`src/rtl/dma_req_guard_pkg.sv`:
```
package dma_req_guard_pkg;

    typedef enum logic {
        ST_IDLE = 1'b0,
        ST_PEND = 1'b1
    } req_state_e;

    typedef struct packed {
        logic start;
        logic take;
        logic clash;
    } hs_evt_t;

    function automatic req_state_e f_next_state(
        input req_state_e cur,
        input logic       enable,
        input hs_evt_t    evt
    );
        if (!enable)        return ST_IDLE;
        else if (evt.start) return ST_PEND;
        else if (evt.take)  return ST_IDLE;
        else                return cur;
    endfunction

endpackage

```
`src/rtl/dma_req_tracker.sv`:
```
module dma_req_tracker
    import dma_req_guard_pkg::*;
(
    input  logic    clk,
    input  logic    rst,
    input  logic    trig,
    input  logic    ack,
    input  logic    enable,
    input  logic    frozen,
    output logic    req,
    output hs_evt_t evt
);
    req_state_e state_q;
    logic       pend;

    assign pend = (state_q == ST_PEND);

    always_comb begin
        evt.take  = enable & ack & pend;
        evt.start = enable & trig & ~frozen & (~pend | ack);
        evt.clash = enable & trig & pend & ~ack;
    end

    always_ff @(posedge clk) begin
        if (rst) state_q <= ST_IDLE;
        else     state_q <= f_next_state(state_q, enable, evt);
    end

    assign req = pend;
endmodule

```
`src/rtl/dma_udr_flag.sv`:
```
module dma_udr_flag (
    input  logic clk,
    input  logic rst,
    input  logic set,
    input  logic wr,
    input  logic wdata,
    input  logic irq_en,
    output logic flag,
    output logic irq
);
    logic flag_q;

    always_ff @(posedge clk) begin
        if (rst)                 flag_q <= 1'b0;
        else if (set)            flag_q <= 1'b1;
        else if (wr && wdata)    flag_q <= 1'b0;
    end

    assign flag = flag_q;
    assign irq  = flag_q & irq_en;
endmodule

```
`src/rtl/dma_data_hold.sv`:
```
module dma_data_hold #(
    parameter int DATA_W = 12
) (
    input  logic              clk,
    input  logic              rst,
    input  logic              load,
    input  logic [DATA_W-1:0] din,
    output logic [DATA_W-1:0] dout
);
    logic [DATA_W-1:0] hold_q;

    always_ff @(posedge clk) begin
        if (rst)       hold_q <= '0;
        else if (load) hold_q <= din;
    end

    assign dout = hold_q;
endmodule

```
`src/rtl/dma_req_guard.sv`:
```
module dma_req_guard
    import dma_req_guard_pkg::*;
#(
    parameter int DATA_W = 12
) (
    input  logic              clk,
    input  logic              rst,
    input  logic              trig_i,
    input  logic              dma_en_i,
    input  logic              dma_ack_i,
    input  logic [DATA_W-1:0] dma_data_i,
    input  logic              irq_en_i,
    input  logic              flag_wr_i,
    input  logic              flag_wdata_i,
    output logic              dma_req_o,
    output logic              udr_flag_o,
    output logic              irq_o,
    output logic [DATA_W-1:0] hold_data_o
);
    hs_evt_t evt;
    logic    flag;

    dma_req_tracker u_track (
        .clk    (clk),
        .rst    (rst),
        .trig   (trig_i),
        .ack    (dma_ack_i),
        .enable (dma_en_i),
        .frozen (flag),
        .req    (dma_req_o),
        .evt    (evt)
    );

    dma_udr_flag u_flag (
        .clk    (clk),
        .rst    (rst),
        .set    (evt.clash),
        .wr     (flag_wr_i),
        .wdata  (flag_wdata_i),
        .irq_en (irq_en_i),
        .flag   (flag),
        .irq    (irq_o)
    );

    dma_data_hold #(.DATA_W(DATA_W)) u_hold (
        .clk  (clk),
        .rst  (rst),
        .load (evt.take & ~flag),
        .din  (dma_data_i),
        .dout (hold_data_o)
    );

    assign udr_flag_o = flag;
endmodule

```
`config.mk`:
```
export PLATFORM = sky130hd
export DESIGN_NAME = dma_req_guard
export DESIGN_NICKNAME = d
export VERILOG_FILES = /design/src/rtl/dma_req_guard_pkg.sv /design/src/rtl/dma_req_tracker.sv /design/src/rtl/dma_udr_flag.sv /design/src/rtl/dma_data_hold.sv /design/src/rtl/dma_req_guard.sv
export SDC_FILE = /design/constraint.sdc
export NUM_CORES = 1
export LEC_CHECK = 0
export CORE_AREA = 3 3 40 42
export DETAILED_ROUTE_END_ITERATION = 7
export DIE_AREA = 0 0 43 45
export DONT_BUFFER_PORTS = 1
export MAX_ROUTING_LAYER = met4
export PLACE_DENSITY = 0.74
export SLEW_MARGIN = 10
export SYNTH_ARGS = -nofsm -noshare
export SYNTH_HDL_FRONTEND = slang
export SYNTH_SLANG_ARGS = --single-unit
```
`constraint.sdc`:
```
create_clock -name clk -period 1.45 [get_ports clk]
set_clock_uncertainty 0.15 [all_clocks]
set_input_delay 0.29 -clock clk [delete_from_list [all_inputs] [get_ports clk]]
set_output_delay 0.29 -clock clk [all_outputs]
set_load 0.1 [all_outputs]
```
Yosys cells after proc, flatten, opt, wreduce, memory -nomap -nowiden
Index checks and enable logic that the tools add are counted.

Muxes and demuxes: 4. Bitwise gates (word level): 14. Reductions and logical operators: 4.

Operators with widths (count): $and 1x1->1 (9); $mux 1 (4); $not 1->1 (4); $reduce_bool 2->1 (2); $reduce_or 2->1 (1); $logic_and 1x1->1 (1); $or 1x1->1 (1).

Register bits after elaboration: 14. Input port bits: 20. Logic and storage cells: 25.

Depth between registers and ports, before layout
Gate-level depths: netlist of run 1.

Depth after elaboration: 4. Mapped depth: 4.

By module
Synthesis of run 1 repeated with hierarchy kept, for this count alone.

Cells, all modules: 53. Area, all modules: 560.5 µm².

By module, submodules not included: dma_data_hold (times used 1, cells an instance 38, area each 420.4 µm²); dma_req_tracker (times used 1, cells an instance 9, area each 77.6 µm²); dma_udr_flag (times used 1, cells an instance 5, area each 48.8 µm²); dma_req_guard (times used 1, cells an instance 1, area each 13.8 µm²).

Worst setup path before layout of run 1
Ideal clock, no wire load.

Path kind: register -> output. From: register u_flag.flag_q (netlist: u_flag.flag). To: output port irq_o. Data arrival time: 1.827 ns. Required time: 1.010 ns. Path slack: -0.817 ns. Stages on the path, launching flop included: 2. Buffers on the path: 0. Cell sequence: dfxtp_1 > and2_1.

Word-level cells in the longest chain between the ends: 1.

Ends and longest elaborated chain: start, declared (line dma_udr_flag.sv:11) `logic flag_q;`; start signal, assigned (line dma_udr_flag.sv:14) `if (rst) flag_q <= 1'b0;`; start signal, assigned (line dma_udr_flag.sv:15) `else if (set) flag_q <= 1'b1;`; start signal, assigned (line dma_udr_flag.sv:16) `else if (wr && wdata) flag_q <= 1'b0;`; $and 1x1->1 (line dma_udr_flag.sv:20) `assign irq = flag_q & irq_en;`; end, declared (line dma_req_guard.sv:17) `output logic irq_o,`.

Every way passes these cells.

Worst setup path after layout of run 1
Same ends and word-level chain as after synthesis.

==> impl_metrics.csv, run 1 <==
group,metric,value,unit
cells_and_area,finalNonFillerCells,95,
logic_synthesis,ys_seq_area_frac,0.432,
logic_synthesis,synth_nets,83,
critical_path,timing_worst_setup_path_type,"flop to primary output",
logic_synthesis,synthesis.area,648,sq um
cells_and_area,post_route_cells_drive_above_1_share,0.288,
power_and_ir_drop,leakagePower,0.322,nW
power_and_ir_drop,p_per_area,915,nW/um^2
timing,fin_ws,56.4,ps
floorplan,row_count,13,
power_and_ir_drop,swShare,0.239,
critical_path,slowest_delay,360,ps
placed_design,dpl_cell_area,768,sq um
clocking,cts.repair.resized,0,
cells_and_area,diodes,0,
flow_run,max_cap_viol_count,0,
min_path,holdCritPathClass,"input port to flop",
floorplan,core_area,1280,sq um
grt,antenna_found_initial,0,
cells_and_area,fin_area,825,sq um
timing,whs,16.2,ps
cells_and_area,post-route-util,0.642,
placed_design,place_inst,89,
timing,tns,0,ps
timing,period_minus_slack,1390,ps
grt,grt_pass1_wl,2.02,mm
drt,vias,476,
floorplan,dieArea,1940,sq um
logic_synthesis,avgSynthCellArea,10.3,sq um
power_and_ir_drop,ir_drop,518,uV
drt,wirelength,1.15,mm
power_and_ir_drop,pwr-share-comb,0.127,
critical_path,startpoint_type,"flop",
drt,post-route-drc-count,0,
critical_path,timing.critical_path.buf_inv,0,
floorplan,dieWidth,43,um
clocking,h-tree-depth,1,
power_and_ir_drop,p_int,574,uW
critical_path,crit_arrival,950,ps
drt,wl_per_cell,12.1,um
grt,grt_max_degree,27,
clocking,clockBufferDepth,2,
placed_design,routabilityCongestion,0.638,
drt,final_antenna_net_count,0,
timing,timing.final.crit_share,0.961,
timing,tightest_slew,295,ps
cells_and_area,syn2layout_area_growth,27.2,%
critical_path,path_max_fanout,5,
logic_synthesis,syn_inst,63,
logic_synthesis,ys_ff_latch,14,
timing,fmaxAchievable,0.718,GHz
grt,grt_pass1_vias,499,
critical_path,path_cells,"and2_4",
floorplan,fp.dieH,45,um
placed_design,port_buffers,0,
drt,viasPerCell,5.01,
clocking,cts_tree,"built",
drt,drt_iter0_drc,1,
timing,setup_viol,0,
clocking,cts.sinks,14,
timing,final_hold_viol_count,0,
clocking,clk_latency,270,ps
timing,slew_headroom,0.803,
critical_path,crit_required,1010,ps
floorplan,io_pins,35,
logic_synthesis,synth_cell_types,11,
logic_synthesis,synth_warnings,0,
grt,grtUsageTotal,0.141,
critical_path,path_delay_family,"flip-flops",
clocking,path_clk_slew,80,ps
clocking,cts-root-buf,"clkbuf_4",
timing,rsz0062_at_grt,"no",
power_and_ir_drop,power.total,755,uW
clocking,cts_buffers,3,
outcome,outcome,"finished clean",
floorplan,start_util,0.504,
clocking,postCtsSetupRepairBufs,0,
grt,gr-total-overflow,0,
drt,first_pass_iters,4,
power_and_ir_drop,switching_power,180,uW
power_and_ir_drop,p_seq_frac,0.517,
timing,slew_violations,0,
critical_path,cp-end-kind,"primary output",
cells_and_area,fin_nets,101,
placed_design,pre_cts_slack,209,ps
critical_path,crit_path_top_delay_cell,"dfxtp_4",
power_and_ir_drop,p_clk_frac,0.357,
path summary, 6_finish.rpt:
check	start	to	slack [ps]	cells after the start
min	dma_data_i[4]	u_hold.dout[4]	20	2
max	u_flag.flag	irq_o	60	1
min reg2reg	u_hold.dout[8]	u_hold.dout[8]	360	2
max reg2reg	u_flag.flag	u_hold.dout[7]	200	3
sequential cells by signal, summed over array words and instances (netlist names):
signal and count:
u_hold.dout 12, u_flag.flag 1, u_track.req 1
placed cells by master (no fill, tap or decap):
master	instances
nand2b_1	27
buf_4	14
mux2i_1	12
dfxtp_1	12
clkbuf_4	3
a21oi_1	2
dlygate4sd3_1	2
dfxtp_4	2
and2_4	1
and4b_1	1
a21bo_2	1
nand4b_1	1
clkbuf_8	1
buf_12	1
area by class of cell:
cell class                 instances  area (sq um)
clock buffer                       4          36.3
tap                               15          18.8
timing repair buffer              17           145
fill                             112           460
sequential                        14           288
multi-input combinational         45           337
cell families (layout without fill, tap and decap cells):
logic type,count (synthesis),in the layout,share of synthesized area
buffers and inverters,4,21,0.0521
and+or+nand+nor,30,30,0.299
muxes,12,12,0.185
DFF,14,14,0.432
AOI/OAI and AO/OA,3,3,0.0309
per-layer routing:
layer / up-vias / GRT usage / share of wire
met4: 0 / 0.0723 / 0.0069
met2: 20 / 0.237 / 0.47
met1: 213 / 0.155 / 0.42
li1: 241 / - / -
met3: 2 / 0.0359 / 0.10
met5: - / - / 0
power by group through the flow:
stage               clock (mW)  combinational, mW  sequential (mW)
finish                   0.269             0.0955            0.390
CTS                      0.282             0.0963            0.390
floorplan                    0             0.0373            0.445
global placement             0             0.0905            0.399
global route             0.301              0.101            0.391
detailed placement           0             0.0915            0.399
cells in the mapped netlist:
cell / number / area [sq um]
buf_6: 1 / 11.3
buf_8: 1 / 15.0
a21bo_2: 1 / 10.0
and4b_1: 1 / 10.0
dfxtp_1: 14 / 280
clkbuf_1: 2 / 7.51
nand2b_1: 27 / 169
and2_1: 1 / 6.26
nand4b_1: 1 / 8.76
a21oi_1: 2 / 10.0
mux2i_1: 12 / 120
repair_timing:
item                                   4_1_cts  5_1_grt
setup endpoints to repair                    0        0
endpoints found under the hold margin        2        0
hold buffers                                 2        0
Note: power is estimated with default switching activity, not from simulation.
==> inputs of run 2 (changes only) <==
--- a/config.mk
+++ b/config.mk
@@ -5,6 +5,7 @@
 export SDC_FILE = /design/constraint.sdc
 export NUM_CORES = 1
 export LEC_CHECK = 0
+export ABC_AREA = 0
 export CORE_AREA = 3 3 40 42
 export DETAILED_ROUTE_END_ITERATION = 7
 export DIE_AREA = 0 0 43 45
==> constraint.sdc (replaced) <==
create_clock -name clk -period 1.45 [get_ports clk]
set_clock_uncertainty 0.15 [all_clocks]
set_input_delay 0.145 -clock clk [delete_from_list [all_inputs] [get_ports clk]]
set_output_delay 0.145 -clock clk [all_outputs]
set_load 0.1 [all_outputs]
==> run 2 against run 1 <==
Net effect: combinational power grew 43%; sequential cell count unchanged; total power rose by 5.8%; critical path depth is 2 higher; critical endpoint is now u_hold.dout[4]; sequential share of layout area fell by 5.9 points; critical path type is now input port to flop.
==> impl_metrics.csv, run 2 (synthesis results as in run 1) <==
group,metric,value,unit
floorplan,dieArea,1940,sq um
placed_design,routabilityCongestion,0.690,
floorplan,start_util,0.504,
cells_and_area,syn2layout_area_growth,52.9,%
critical_path,crit_path_top_delay_cell,"dlygate4sd3_1",
cells_and_area,finalNonFillerCells,112,
cells_and_area,largest_reg_flops,12,
critical_path,reg2reg_slack,210,ps
grt,grtUsageTotal,0.174,
clocking,cts-root-buf,"clkbuf_4",
min_path,holdCritPathClass,"input port to flop",
drt,wirelength,1.45,mm
critical_path,crit_required,1460,ps
floorplan,row_count,13,
cells_and_area,fin_nets,118,
critical_path,endpoint,"u_hold.dout[4]",
cells_and_area,post-route-util,0.771,
cells_and_area,diodes,0,
clocking,postCtsSetupRepairBufs,0,
critical_path,crit-reg2reg-launch,"u_flag.flag",
clocking,h-tree-depth,1,
placed_design,dpl.hpwl,862,um
grt,grt_pass1_vias,554,
floorplan,dieWidth,43,um
clocking,path_clk_slew,80,ps
timing,whs,254,ps
clocking,cts_tree,"built",
critical_path,slowest_delay,930,ps
timing,final_hold_viol_count,0,
grt,grt_max_degree,27,
drt,wl_per_cell,13.0,um
drt,vias,545,
timing,slew_violations,0,
timing,setup_viol,0,
timing,fin_ws,130,ps
drt,viasPerCell,4.87,
critical_path,timing_worst_setup_path_type,"input port to flop",
floorplan,core_area,1280,sq um
timing,fmaxAchievable,0.758,GHz
power_and_ir_drop,ir_drop,633,uV
timing,period_minus_slack,1320,ps
critical_path,crit_arrival,1330,ps
critical_path,cp-end-kind,"flop",
power_and_ir_drop,leakagePower,0.394,nW
clocking,clk_latency,270,ps
flow_run,max_cap_viol_count,0,
timing,slew_headroom,0.588,
cells_and_area,layout_commonest_cell,"nand2b_1",
grt,antenna_found_initial,0,
timing,tightest_slew,617,ps
clocking,cts_buffers,3,
cells_and_area,post_route_cells_drive_above_1_share,0.247,
critical_path,startpoint_type,"input port",
drt,final_antenna_net_count,0,
drt,post-route-drc-count,0,
placed_design,pre_cts_slack,213,ps
critical_path,path_max_fanout,26,
critical_path,reg2regPathDepth,3,
critical_path,cp-startpoint,"rst",
clocking,clockBufferDepth,2,
critical_path,r2r-end,"u_hold.dout[3]",
cells_and_area,final_cell_mix,"nand2b_1 (27), dlygate4sd3_1 (18), buf_4 (15), mux2i_1 (12), dfxtp_1 (12)",
drt,first_pass_iters,4,
clocking,cts.sinks,14,
timing,rsz0062_at_grt,"no",
timing,tns,0,ps
critical_path,path_cells,"dlygate4sd3_1, nand2b_1, mux2i_1",
drt,drt_iter0_drc,7,
placed_design,port_buffers,0,
placed_design,place_inst,90,
floorplan,fp.dieH,45,um
power_and_ir_drop,p_per_area,805,nW/um^2
outcome,outcome,"finished clean",
floorplan,io_pins,35,
grt,gr-total-overflow,0,
grt,grt_pass1_wl,2.46,mm
timing,timing.final.crit_share,0.910,
==> run 2: critical path, delay by kind of cell <==
family	cells	cell delay (ps)
buffers and inverters	1	930
multiplexers	1	60
AND/OR/NAND/NOR	1	190
==> run 2: worst min path at each step <==
stage	endpoint	cells after the start	start
4_1_cts	u_hold.dout[1]	3	dma_ack_i
3_3_place_gp	u_flag.flag	1	rst
5_1_grt	u_hold.dout[10]	3	dma_ack_i
6_report	u_hold.dout[7]	3	dma_ack_i
3_5_place_dp	u_flag.flag	1	rst
2_1_floorplan	u_track.req	2	dma_en_i
==> run 2: power by group <==
| part | internal (mW) | switching (mW) | total [mW] |
|---|---|---|---|
| clock | 0.153 | 0.117 | 0.270 |
| combinational | 0.0622 | 0.0744 | 0.137 |
| sequential | 0.388 | 0.00417 | 0.392 |
| total | 0.602 | 0.196 | 0.798 |
==> run 2: cell type report <==
cell class,instances,area [sq um]
well taps,15,18.8
fillers,86,294
flip-flops and latches,14,288
repair buffers,34,313
multi-input cells,45,335
clock buffers,4,36.3
==> run 2: layer usage <==
metal  GRT usage  vias up  share of wire
met3      0.0359        2          0.077
met2       0.293       21           0.50
li1            -      275              -
met5           -        -              0
met1       0.209      247           0.42
met4      0.0542        0         0.0069
==> run 2: repair_timing <==
action	4_1_cts	5_1_grt
hold buffers	18	0
endpoints found under the hold margin	14	0
resized for setup	0	0
==> run 2: metrics by stage <==
stage / total power, mW / area (sq um)
after global routing: 0.827 / 991
after floorplan: 0.482 / 657
after global placement: 0.489 / 774
final: 0.798 / 991
after CTS: 0.802 / 991
after detailed placement: 0.490 / 774
==> inputs of run 3 (changes only) <==
--- a/config.mk
+++ b/config.mk
@@ -11,8 +11,9 @@
 export DIE_AREA = 0 0 43 45
 export DONT_BUFFER_PORTS = 1
 export MAX_ROUTING_LAYER = met4
-export PLACE_DENSITY = 0.74
+export PLACE_DENSITY = 0.67
 export SLEW_MARGIN = 10
 export SYNTH_ARGS = -nofsm -noshare
 export SYNTH_HDL_FRONTEND = slang
+export SYNTH_HIERARCHICAL = 1
 export SYNTH_SLANG_ARGS = --single-unit
==> run 3 against run 2 <==
Net effect: utilization shrank 4.4 points; synthesized area shrank 15%; die area is the same; largest power group unchanged; design area shrank 5.7%; clock-buffer cell count is the same; hold slack gained 92 ps; first-iteration DRC count shrank 29%; worst setup slack lost 42 ps; fmax shrank 3.1%; register-to-register slack lost 120 ps; largest cell class is now buffers; non-clock buffer count grew 2.
==> impl_metrics.csv, run 3 <==
group,metric,value,unit
timing,setup_viol,0,
clocking,clockBufferDepth,2,
clocking,cts-root-buf,"clkbuf_4",
critical_path,path_max_fanout,7,
logic_synthesis,synthesis.area,548,sq um
cells_and_area,fin_nets,111,
clocking,cts.repair.resized,0,
power_and_ir_drop,p_per_area,851,nW/um^2
drt,post-route-drc-count,0,
logic_synthesis,synth_warnings,6,
cells_and_area,layout_commonest_cell,"dlygate4sd3_1",
grt,grtUsageTotal,0.167,
critical_path,crit_arrival,1360,ps
drt,final_antenna_net_count,0,
logic_synthesis,avgSynthCellArea,10.5,sq um
drt,wl_per_cell,12.8,um
timing,tightest_slew,508,ps
timing,timing.final.crit_share,0.939,
critical_path,r2r-end,"u_hold/dout[10]",
flow_run,max_cap_viol_count,0,
cells_and_area,diodes,0,
timing,rsz0062_at_grt,"no",
floorplan,row_count,13,
timing,slew_violations,0,
grt,gr-total-overflow,0,
clocking,path_clk_slew,80,ps
grt,grt_max_degree,15,
timing,fmaxAchievable,0.734,GHz
logic_synthesis,syn_inst,52,
power_and_ir_drop,leakagePower,0.386,nW
critical_path,crit-reg2reg-launch,"u_track/req",
grt,antenna_found_initial,0,
critical_path,reg2regPathDepth,5,
drt,wirelength,1.34,mm
min_path,whs_endpoint,"u_hold/dout[2]",
floorplan,dieArea,1940,sq um
outcome,outcome,"finished clean",
clocking,cts_tree,"built",
min_path,holdPathStages,5,
clocking,cts_buffers,3,
floorplan,core_area,1280,sq um
grt,grt_pass1_vias,494,
drt,first_pass_iters,4,
floorplan,fp.dieH,45,um
cells_and_area,largest_reg_flops,12,
critical_path,startpoint_type,"flop",
drt,viasPerCell,4.73,
clocking,cts.sinks,14,
critical_path,timing_worst_setup_path_type,"flop to flop",
logic_synthesis,synth_nets,72,
floorplan,start_util,0.426,
critical_path,crit_required,1450,ps
min_path,holdCritStartpoint,"dma_en_i",
min_path,holdCritPathClass,"input port to flop",
placed_design,port_buffers,0,
timing,final_hold_viol_count,0,
clocking,h-tree-depth,1,
grt,grt_pass1_wl,2.21,mm
drt,drt_iter0_drc,5,
clocking,clk_latency,270,ps
cells_and_area,final_cell_mix,"dlygate4sd3_1 (18), buf_4 (16), nor2_1 (14), mux2i_1 (12), dfxtp_1 (12)",
timing,slew_headroom,0.660,
floorplan,dieWidth,43,um
critical_path,cp-end-kind,"flop",
placed_design,place_inst,82,
placed_design,routabilityCongestion,0.670,
cells_and_area,syn2layout_area_growth,70.5,%
floorplan,io_pins,35,
cells_and_area,post_route_cells_drive_above_1_share,0.311,
timing,whs,346,ps
critical_path,reg2reg_slack,90,ps
drt,vias,497,
cells_and_area,finalNonFillerCells,105,
timing,period_minus_slack,1360,ps
power_and_ir_drop,ir_drop,670,uV
run 3: final cells by class:
type,instances,area (sq um)
fillers,100,350
inverters,1,3.75
multi-input cells,35,250
flip-flops and latches,14,285
clock buffers,4,36.3
well taps,15,18.8
repair buffers,36,340
run 3: worst max-delay path by stage:
stage / startpoint / end / slack [ps] / depth (start not counted)
after floorplan: u_track/req / u_hold/dout[0] / -130 / 5
after global placement: u_track/req / u_hold/dout[0] / 110 / 5
after detailed placement: u_track/req / u_hold/dout[5] / 70 / 5
after CTS: u_track/req / u_hold/dout[5] / 30 / 5
after global routing: u_track/req / u_hold/dout[5] / 7 / 5
final: u_track/req / u_hold/dout[10] / 90 / 5
run 3: metal layers:
layer / routed length, um / global-route usage / share of wire / vias to the layer above
li1: - / - / - / 250
met1: 520 / 0.158 / 0.39 / 231
met2: 734 / 0.293 / 0.55 / 14
met3: 79 / 0.0637 / 0.059 / 2
met4: 9 / 0.0904 / 0.0067 / 0
met5: 0 / - / 0 / -
run 3: power by group:
group	switching (mW)	internal (mW)	leakage, nW
registers	0.00405	0.389	0.114
logic	0.0705	0.0545	0.251
clock network	0.124	0.153	0.0210
total	0.199	0.596	0.386
run 3: metrics by stage:
stage | setup WS, ps | util | setup TNS [ps] | area [sq um] | power, mW
CTS | 31.3 | 0.722 | 0 | 927 | 0.805
global route | 6.54 | 0.727 | 0 | 935 | 0.836
floorplan | -128 | - | -1390 | 554 | 0.469
global placement | 106 | 0.553 | 0 | 711 | 0.480
detailed placement | 71.9 | 0.553 | 0 | 711 | 0.480
finish | 88.0 | 0.727 | 0 | 935 | 0.795
run 3: repair_timing:
action                     in CTS  in global routing
hold endpoints to repair       14                  0
setup endpoints to repair       0                 10
hold buffers                   18                  0
buffers inserted                0                  1
run 3: worst max-delay path: stages (launching register included):
cell	delay [ps]
dfxtp_4	370
and3_1	150
nor2b_4	180
buf_12	140
mux2i_1	190
nor2_1	60
